--- src/rtl/ts_ctl_pkg.sv ---
`timescale 1ns/1ps
package ts_ctl_pkg;
  localparam int REG_W     = 64;
  localparam int SEL_W     = 5;
  localparam int NUM_SEL   = 1 << SEL_W;
  localparam int PAIR_W    = SEL_W - 1;
  localparam int NUM_PAIRS = 1 << PAIR_W;
  localparam int PCNT_W    = SEL_W;
  localparam int TS_W      = 5;
  localparam int TYPE_POS  = 7;

  localparam logic [1:0] ENC_OP0 = 2'b10;
  localparam logic [2:0] ENC_OP1 = 3'b001;
  localparam logic [3:0] ENC_CRN = 4'b0000;
  localparam logic [3:0] ENC_CRM = 4'b1100;
  localparam logic [2:0] ENC_OP2 = 3'b000;

  localparam logic [5:0] TRAP_EC = 6'h18;

  typedef enum logic [1:0] {
    LVL0 = 2'd0,
    LVL1 = 2'd1,
    LVL2 = 2'd2,
    LVL3 = 2'd3
  } lvl_e;

  typedef struct packed {
    logic             evt_pair;
    logic [SEL_W-1:0] evt_sel;
  } ts_fields_t;

  // reserved-field masking shared by write, read and event paths
  function automatic ts_fields_t mask_fields(ts_fields_t f, logic [PCNT_W-1:0] pairs);
    ts_fields_t m;
    m = f;
    if (pairs == '0) begin
      m = '0;
    end else if (f.evt_pair) begin
      m.evt_sel[SEL_W-1] = 1'b0;
    end
    return m;
  endfunction
endpackage

--- src/rtl/ts_ctl_decode.sv ---
`timescale 1ns/1ps
module ts_ctl_decode
  import ts_ctl_pkg::*;
(
  input  logic       valid_i,
  input  logic [1:0] op0_i,
  input  logic [2:0] op1_i,
  input  logic [3:0] crn_i,
  input  logic [3:0] crm_i,
  input  logic [2:0] op2_i,
  output logic       hit_o
);
  logic enc_match;

  assign enc_match = (op0_i == ENC_OP0) && (op1_i == ENC_OP1) &&
                     (crn_i == ENC_CRN) && (crm_i == ENC_CRM) &&
                     (op2_i == ENC_OP2);
  assign hit_o = valid_i && enc_match;
endmodule

--- src/rtl/ts_ctl_trap.sv ---
`timescale 1ns/1ps
module ts_ctl_trap
  import ts_ctl_pkg::*;
(
  input  logic            hit_i,
  input  logic [1:0]      cur_el_i,
  input  logic            el1_tta_i,
  input  logic            el2_tta_i,
  input  logic            el3_tta_i,
  input  logic            el2_en_i,
  input  logic            el2_aa32_i,
  input  logic            el3_present_i,
  input  logic            el3_aa32_i,
  input  logic [TS_W-1:0] ts_size_i,
  output logic            done_o,
  output logic            undef_o,
  output logic            trap_o,
  output logic [1:0]      trap_el_o
);
  logic reg_present;
  logic el2_gate;
  logic el3_gate;
  lvl_e cur_lvl;

  assign reg_present = (ts_size_i != '0);
  assign el2_gate    = el2_en_i && !el2_aa32_i && el2_tta_i;
  assign el3_gate    = el3_present_i && !el3_aa32_i && el3_tta_i;
  assign cur_lvl     = lvl_e'(cur_el_i);

  always_comb begin
    done_o    = 1'b0;
    undef_o   = 1'b0;
    trap_o    = 1'b0;
    trap_el_o = LVL0;
    if (hit_i) begin
      if (!reg_present || cur_lvl == LVL0) begin
        undef_o = 1'b1;
      end else begin
        unique case (cur_lvl)
          LVL1: begin
            if (el1_tta_i) begin
              trap_o = 1'b1; trap_el_o = LVL1;
            end else if (el2_gate) begin
              trap_o = 1'b1; trap_el_o = LVL2;
            end else if (el3_gate) begin
              trap_o = 1'b1; trap_el_o = LVL3;
            end else begin
              done_o = 1'b1;
            end
          end
          LVL2: begin
            if (el2_tta_i) begin
              trap_o = 1'b1; trap_el_o = LVL2;
            end else if (el3_gate) begin
              trap_o = 1'b1; trap_el_o = LVL3;
            end else begin
              done_o = 1'b1;
            end
          end
          default: begin
            if (el3_tta_i) begin
              trap_o = 1'b1; trap_el_o = LVL3;
            end else begin
              done_o = 1'b1;
            end
          end
        endcase
      end
    end
  end
endmodule

--- src/rtl/ts_ctl_store.sv ---
`timescale 1ns/1ps
module ts_ctl_store
  import ts_ctl_pkg::*;
#(
  parameter logic             RST_PAIR = 1'b0,
  parameter logic [SEL_W-1:0] RST_SEL  = '0
) (
  input  logic              clk_i,
  input  logic              rst_ni,
  input  logic              we_i,
  input  ts_fields_t        wfields_i,
  input  logic [PCNT_W-1:0] pairs_i,
  output ts_fields_t        fields_o
);
  ts_fields_t fields_q;

  always_ff @(posedge clk_i or negedge rst_ni) begin
    if (!rst_ni) begin
      fields_q.evt_pair <= RST_PAIR;
      fields_q.evt_sel  <= RST_SEL;
    end else if (we_i) begin
      fields_q <= mask_fields(wfields_i, pairs_i);
    end
  end

  assign fields_o = fields_q;
endmodule

--- src/rtl/ts_ctl_event.sv ---
`timescale 1ns/1ps
module ts_ctl_event
  import ts_ctl_pkg::*;
(
  input  logic                 clk_i,
  input  logic                 rst_ni,
  input  ts_fields_t           fields_i,
  input  logic [PCNT_W-1:0]    pairs_i,
  input  logic [NUM_SEL-1:0]   res_status_i,
  input  logic [NUM_PAIRS-1:0] pair_result_i,
  output logic                 req_o
);
  logic [NUM_SEL-1:0]   single_impl;
  logic [NUM_PAIRS-1:0] pair_impl;
  logic [PCNT_W:0]      single_cnt;
  ts_fields_t           eff;
  logic [PAIR_W-1:0]    pair_idx;
  logic                 req_d;
  logic                 req_q;

  assign single_cnt = {pairs_i, 1'b0};

  for (genvar g = 0; g < NUM_SEL; g++) begin : g_single
    assign single_impl[g] = (32'(g) < 32'(single_cnt));
  end
  for (genvar g = 0; g < NUM_PAIRS; g++) begin : g_pair
    assign pair_impl[g] = (32'(g) < 32'(pairs_i));
  end

  assign eff      = mask_fields(fields_i, pairs_i);
  assign pair_idx = eff.evt_sel[PAIR_W-1:0];

  always_comb begin
    if (eff.evt_pair) begin
      req_d = pair_result_i[pair_idx] && pair_impl[pair_idx];
    end else begin
      req_d = res_status_i[eff.evt_sel] && single_impl[eff.evt_sel];
    end
  end

  always_ff @(posedge clk_i or negedge rst_ni) begin
    if (!rst_ni) begin
      req_q <= 1'b0;
    end else begin
      req_q <= req_d;
    end
  end

  assign req_o = req_q;
endmodule

--- src/rtl/ts_ctl_reg.sv ---
`timescale 1ns/1ps
module ts_ctl_reg
  import ts_ctl_pkg::*;
#(
  parameter logic             RST_PAIR = 1'b0,
  parameter logic [SEL_W-1:0] RST_SEL  = '0
) (
  input  logic                 clk_i,
  input  logic                 rst_ni,
  input  logic                 acc_valid_i,
  input  logic                 acc_write_i,
  input  logic [1:0]           acc_op0_i,
  input  logic [2:0]           acc_op1_i,
  input  logic [3:0]           acc_crn_i,
  input  logic [3:0]           acc_crm_i,
  input  logic [2:0]           acc_op2_i,
  input  logic [REG_W-1:0]     acc_wdata_i,
  input  logic [1:0]           cur_el_i,
  input  logic                 el1_tta_i,
  input  logic                 el2_tta_i,
  input  logic                 el3_tta_i,
  input  logic                 el2_en_i,
  input  logic                 el2_aa32_i,
  input  logic                 el3_present_i,
  input  logic                 el3_aa32_i,
  input  logic                 unit_idle_i,
  input  logic [TS_W-1:0]      cfg_ts_size_i,
  input  logic [PCNT_W-1:0]    cfg_pairs_i,
  input  logic [NUM_SEL-1:0]   res_status_i,
  input  logic [NUM_PAIRS-1:0] pair_result_i,
  output logic                 acc_done_o,
  output logic                 acc_undef_o,
  output logic                 acc_trap_o,
  output logic [1:0]           trap_el_o,
  output logic [5:0]           trap_ec_o,
  output logic [REG_W-1:0]     rdata_o,
  output logic                 wr_ack_o,
  output logic                 wr_unpred_o,
  output logic                 ts_req_o
);
  logic       acc_hit;
  logic       done;
  logic       wr_en;
  ts_fields_t wr_fields;
  ts_fields_t state_q;
  ts_fields_t rd_fields;
  logic       wdata_unused;

  ts_ctl_decode u_decode (
    .valid_i (acc_valid_i),
    .op0_i   (acc_op0_i),
    .op1_i   (acc_op1_i),
    .crn_i   (acc_crn_i),
    .crm_i   (acc_crm_i),
    .op2_i   (acc_op2_i),
    .hit_o   (acc_hit)
  );

  ts_ctl_trap u_trap (
    .hit_i         (acc_hit),
    .cur_el_i      (cur_el_i),
    .el1_tta_i     (el1_tta_i),
    .el2_tta_i     (el2_tta_i),
    .el3_tta_i     (el3_tta_i),
    .el2_en_i      (el2_en_i),
    .el2_aa32_i    (el2_aa32_i),
    .el3_present_i (el3_present_i),
    .el3_aa32_i    (el3_aa32_i),
    .ts_size_i     (cfg_ts_size_i),
    .done_o        (done),
    .undef_o       (acc_undef_o),
    .trap_o        (acc_trap_o),
    .trap_el_o     (trap_el_o)
  );

  assign wr_fields.evt_pair = acc_wdata_i[TYPE_POS];
  assign wr_fields.evt_sel  = acc_wdata_i[SEL_W-1:0];
  assign wdata_unused = ^{acc_wdata_i[REG_W-1:TYPE_POS+1], acc_wdata_i[TYPE_POS-1:SEL_W]};
  assign wr_en = done && acc_write_i;

  ts_ctl_store #(
    .RST_PAIR (RST_PAIR),
    .RST_SEL  (RST_SEL)
  ) u_store (
    .clk_i     (clk_i),
    .rst_ni    (rst_ni),
    .we_i      (wr_en),
    .wfields_i (wr_fields),
    .pairs_i   (cfg_pairs_i),
    .fields_o  (state_q)
  );

  ts_ctl_event u_event (
    .clk_i         (clk_i),
    .rst_ni        (rst_ni),
    .fields_i      (state_q),
    .pairs_i       (cfg_pairs_i),
    .res_status_i  (res_status_i),
    .pair_result_i (pair_result_i),
    .req_o         (ts_req_o)
  );

  assign rd_fields = mask_fields(state_q, cfg_pairs_i);

  always_comb begin
    rdata_o = '0;
    if (done && !acc_write_i) begin
      rdata_o[TYPE_POS]      = rd_fields.evt_pair;
      rdata_o[SEL_W-1:0]     = rd_fields.evt_sel;
    end
  end

  assign acc_done_o  = done;
  assign trap_ec_o   = acc_trap_o ? TRAP_EC : 6'h00;
  assign wr_ack_o    = wr_en;
  assign wr_unpred_o = wr_en && !unit_idle_i;
endmodule

--- config.mk ---
export PLATFORM = sky130hd
export DESIGN_NAME = ts_ctl_reg
export DESIGN_NICKNAME = d
export VERILOG_FILES = /design/src/rtl/ts_ctl_pkg.sv /design/src/rtl/ts_ctl_decode.sv /design/src/rtl/ts_ctl_trap.sv /design/src/rtl/ts_ctl_store.sv /design/src/rtl/ts_ctl_event.sv /design/src/rtl/ts_ctl_reg.sv
export SDC_FILE = /design/constraint.sdc
export NUM_CORES = 1
export LEC_CHECK = 0
export BUFFER_PORTS_ARGS = -buffer_cell sky130_fd_sc_hd__buf_2
export CORE_AREA = 2 2 89 91
export DETAILED_ROUTE_END_ITERATION = 8
export DIE_AREA = 0 0 91 93
export PLACE_DENSITY = 0.65
export SYNTH_ARGS = -nofsm -noshare
export SYNTH_HDL_FRONTEND = slang
export SYNTH_SLANG_ARGS = --single-unit
export TNS_END_PERCENT = 5
--- constraint.sdc ---
create_clock -name clk_i -period 1.8 [get_ports clk_i]
set_input_delay 0.09 -clock clk_i [delete_from_list [all_inputs] [get_ports clk_i]]
set_output_delay 0.09 -clock clk_i [all_outputs]
set_load 0.01 [all_outputs]
Word level (Yosys, flattened, before mapping):

Cells that the tools add are included.

* word-level logic and storage cells: 129
* output and inout bits: 78
* bits of input ports: 152
* flip-flop bits (word level): 7

* eq/ne operators: 5
* reduce and logical (&&, ||, !) cells: 25
* magnitude comparators: 50
* muxes and demuxes: 46

Operators by type and width (count)
* less-than comparator 5 x 6 -> 1 bit, first input constant: 16
* less-than comparator 4 x 6 -> 1 bit, first input constant: 8
* less-than comparator 4 x 5 -> 1 bit, first input constant: 8
* 2-to-1 mux 1 bit: 28
* less-than comparator 3 x 6 -> 1 bit, first input constant: 4
* less-than comparator 3 x 5 -> 1 bit, first input constant: 4
* logical AND 1 bit: 14
* 2-to-1 mux 2 bit: 7
* less-than comparator 1 x 6 -> 1 bit, first input constant: 2
* less-than comparator 2 x 6 -> 1 bit, first input constant: 2
* binary-select mux 1 bit (select 5 bit): 2
* less-than comparator 1 x 5 -> 1 bit, first input constant: 2
* less-than comparator 2 x 5 -> 1 bit, first input constant: 2
* 2-to-1 mux 5 bit: 2
* binary-select mux 1 bit (select 4 bit): 2
* 2-to-1 mux 4 bit: 2
* less-than comparator 5 x 6 -> 1 bit, second input constant: 1
* zero test 1 bit: 5
* zero test 5 bit: 1
* less-than comparator 4 x 5 -> 1 bit, second input constant: 1
* nonzero test 5 bit: 1
* equality test 2 bit, second input constant: 2
* equality test 4 bit, second input constant: 1
* zero test 4 bit: 1
* other kinds (7): 8

Longest topological paths before layout:

* depth after elaboration: 11
* gate-level depth with buffers: 9

Hierarchy:

From an unflattened synthesis, not the netlist that was laid out.

* cell total of the unflattened synthesis: 254
* area, all modules: 1938.1 um^2

Modules (own cells, without submodules)
* ts_ctl_event: times used 1, cells each 112, area each 784.5 um^2, seq. area each 25.0 um^2
* ts_ctl_reg: times used 1, cells each 81, area each 599.3 um^2, seq. area each 0.0 um^2
* ts_ctl_store: times used 1, cells each 22, area each 292.8 um^2, seq. area each 150.1 um^2
* ts_ctl_trap: times used 1, cells each 32, area each 203.9 um^2, seq. area each 0.0 um^2
* ts_ctl_decode: times used 1, cells each 7, area each 57.6 um^2, seq. area each 0.0 um^2

Worst setup path after synthesis:

Ideal clock, no wire load.

* path type: flip-flop to flip-flop
* start: register u_store.fields_q (netlist bit u_store.fields_o[1])
* end: register u_event.req_q (netlist: u_event.req_o)
* cell stages (with the launch flop): 8
* setup slack: -0.075 ns
* period minus slack after synthesis: 1.875 ns
* arrival: 1.753 ns
* path buffers: 3
* data required time: 1.678 ns
* cells stage by stage: dfrtp_1 > clkbuf_1 > clkbuf_1 > clkbuf_1 > nand3_1 > a311oi_1 > a211oi_1 > a32o_1

* word-level cells in the longest chain between the ends: 5

RTL lines
* start: declaration: line ts_ctl_store.sv:15 `ts_fields_t fields_q;`
* start signal: assignment: line ts_ctl_store.sv:22 `fields_q <= mask_fields(wfields_i, pairs_i);`
* 2-to-1 mux 4 bit *: line ts_ctl_pkg.sv:36 `if (pairs == '0) begin`
* binary-select mux 1 bit (select 5 bit) or binary-select mux 1 bit (select 4 bit) (tied branches): line ts_ctl_event.sv:37, ts_ctl_event.sv:35
* 2-to-1 mux 1 bit (on tied branches): line ts_ctl_event.sv:37, ts_ctl_event.sv:35
* logical AND 1 bit (on tied branches): line ts_ctl_event.sv:37, ts_ctl_event.sv:35
* 2-to-1 mux 1 bit *: line ts_ctl_event.sv:34 `if (eff.evt_pair) begin`
* net u_event.req_d: line ts_ctl_event.sv:18 `logic req_d;`
* end signal: assignment: line ts_ctl_event.sv:45 `req_q <= req_d;`
* end: declaration: line ts_ctl_event.sv:19 `logic req_q;`

The timed path passes the listed nets; every way through them passes the cells marked *. The select of a mux whose other input is x is not followed.
A chain may end at the register's enable or synchronous reset.

Final worst setup path:

Ends and elaborated chain as after synthesis.

==> flow_metrics.tcl <==
set metrics [dict create \
    outcome "completed" \
    yosysTopAreaCell "buf_4" \
    fmax_ghz 0.575 \
    floorplan.initialDensity 0.243 \
    grt_pass1_wl_um 9340 \
    final_cell_mix "buf_2 (109), conb_1 (62), buf_4 (46)" \
    final_common_cell "buf_2" \
    avgSynthCellArea_um2 7.37 \
    startpoint_type "flop" \
    nets 549 \
    cap_violations 0 \
    vdd_drop_max_uv 145 \
    wirelength_um 6200 \
    ys_warn_count 0 \
    grt_pass1_vias 2006 \
    min_path_type "input port to flop" \
    overflow 0 \
    numPlacedInstances 484 \
    clock_sinks 7 \
    wl_per_cell_um 12.5 \
    period_needed_ns 1.74 \
    dr.pass1.iters 4 \
    finalCritPeriodShare 0.967 \
    io_pins 230 \
    leakagePower_nw 1.51 \
    syn_to_final_growth_pct 46.1 \
    vias 2216 \
    synthArstFlopShare 1.00 \
    gp_congestion 0.878 \
    dp_hpwl_um 5370 \
    regArea_um2 178 \
    layout-drive-gt1-share 0.478 \
    synthFlopType "dfrtp_1" \
    critPathKind "flop to flop" \
    crit_fanout 6 \
    finalMaxSlewViolations 0 \
    skew_ns 0.00275 \
    seq_area_frac_synth 0.0959 \
    cts_root_buffer "clkbuf_8" \
    numCtsBuffers 3 \
    clockBufferDepth 2 \
    synth.top_cells.by_area "buf_4 (26%), dfrtp_1 (9.6%), mux2i_1 (4.9%)" \
    hold_viol 0 \
    multi_input_area_um2 1350 \
    synth_seq_cells 7 \
    yosysUniqueCellTypes 57 \
    grt_max_degree 13 \
    cts_tree "done" \
    finalWorstSetupSlack_ns 0.0602 \
    required_ns 1.97 \
    rsz0062_at_grt "true" \
    cp-end-kind "flop" \
    die_area_um2 8460 \
    powerDensity_nw_per_um2 265 \
    synth_top_area_frac 0.263 \
    grt_antenna_before_repair 1 \
    clk_pin_slew_ns 0.04 \
    dp_slack_ns -0.130 \
    core-area_um2 7530 \
    drc_errors 0 \
    clock_latency_ns 0.23 \
    viasPerCell 4.48 \
    die_h_um 93 \
    die_w_um 91 \
    htreeDepth 1 \
    ant_nets 0 \
    drt-initial-drc-count 156 \
    worstPathArrival_ns 1.90 \
    instances_no_fill 495 \
    portBuffers 109 \
    final.fill_count 824 \
    synth_edf_count 0 \
    num_antenna_cells 0 \
    syn-cell-area_um2 1830 \
    grt_usage 0.137 \
    rows 32 \
    fin_util 0.355 \
    synthCells 248 \
    finalSetupViolCount 0 \
]
-- power breakdown --
group	total (W)	leakage (nW)	switching (W)	internal [W]
Clock	0.000225	0.0255	0.0000746	0.000150
Combinational	0.000322	1.41	0.000171	0.000151
Sequential	0.000160	0.0705	0.000000796	0.000159
Total	0.000707	1.51	0.000247	0.000461
-- through the flow --
stage / total power (W) / setup TNS (ns) / hold WS, ns / cell area, um2
2_1_floorplan: 0.000411 / 0 / -0.206 / 2060
3_3_place_gp: 0.000465 / -1.08 / -0.0590 / 2490
3_5_place_dp: 0.000469 / -1.56 / -0.0571 / 2490
4_1_cts: 0.000702 / 0 / 0.0932 / 2580
5_1_grt: 0.000752 / -0.0405 / 0.120 / 2670
6_report: 0.000707 / 0 / 0.0893 / 2670
-- kinds of logic after synthesis --
kind of cell | after synthesis | synth area share
buffers and inverters | 91 | 0.331
and+or+nand+nor | 69 | 0.208
AOI/OAI and AO/OA | 63 | 0.245
muxes | 14 | 0.0986
DFF | 7 | 0.0959
adders and majority gates | 3 | 0.0206
other | 1 | 0.00205
-- sequential cells by signal, summed over array words and instances, names as in the netlist --
signal and flops:
u_store.fields_o 6, u_event.req_o 1
-- layout make-up --
type | count | area share
clock buffer | 3 | 0.0155
clock inverter | 1 | 0.00188
inverter | 13 | 0.0183
multi-input combinational | 211 | 0.506
sequential | 7 | 0.0666
tap | 102 | 0.0478
timing repair buffer | 158 | 0.344
-- worst paths after layout --
check,startpoint,end,slack [ns],cells past startpoint
worst min-delay path,acc_wdata_i[0],u_store.fields_o[0],0.09,3
min in group asynchronous,rst_ni,u_store.fields_o[2],0.24,2
worst max-delay path,u_store.fields_o[1],u_event.req_o,0.06,7
worst max register to register,u_store.fields_o[1],u_event.req_o,0.06,7
worst min register to register,u_store.fields_o[4],u_store.fields_o[4],0.51,1
max in group asynchronous,rst_ni,u_store.fields_o[1],1.38,2
-- timing repair --
| action | in CTS | in global routing |
|---|---|---|
| endpoints found under the setup margin | 10 | 13 |
| hold buffers | 1 | 0 |
| pin swaps | 3 | 4 |
| endpoints found under the hold margin | 7 | 0 |
| buffers inserted | 2 | 4 |
| gates resized for setup | 7 | 15 |
-- layer usage --
metal	track usage	vias to the layer above	wire (um)
met5	0	-	13
met4	0.0379	2	68
met3	0.0250	7	536
met2	0.257	131	3160
met1	0.158	1012	2420
li1	-	1064	-
-- critical path, cell delays in order (launching register included) --
cell,delay [ns]
dfrtp_2,0.43
buf_4,0.15
inv_1,0.10
a21o_1,0.12
a21oi_1,0.06
or4_1,0.50
o2111ai_1,0.12
a32o_1,0.19
-- cell usage after synthesis (3+ instances only) --
cell / instances
buf_4: 64
nor3_1: 5
nand3_1: 3
mux4_2: 3
clkbuf_1: 11
nand2_1: 14
a31oi_1: 7
ha_1: 3
nand3b_1: 3
a21o_1: 3
mux2i_1: 9
inv_1: 13
a211oi_1: 3
nor2_1: 13
a21oi_1: 9
o21ai_0: 12
dfrtp_1: 7
nor2b_1: 6
nor4b_1: 4
buf_6: 3
(Power assumes the default switching activity.)
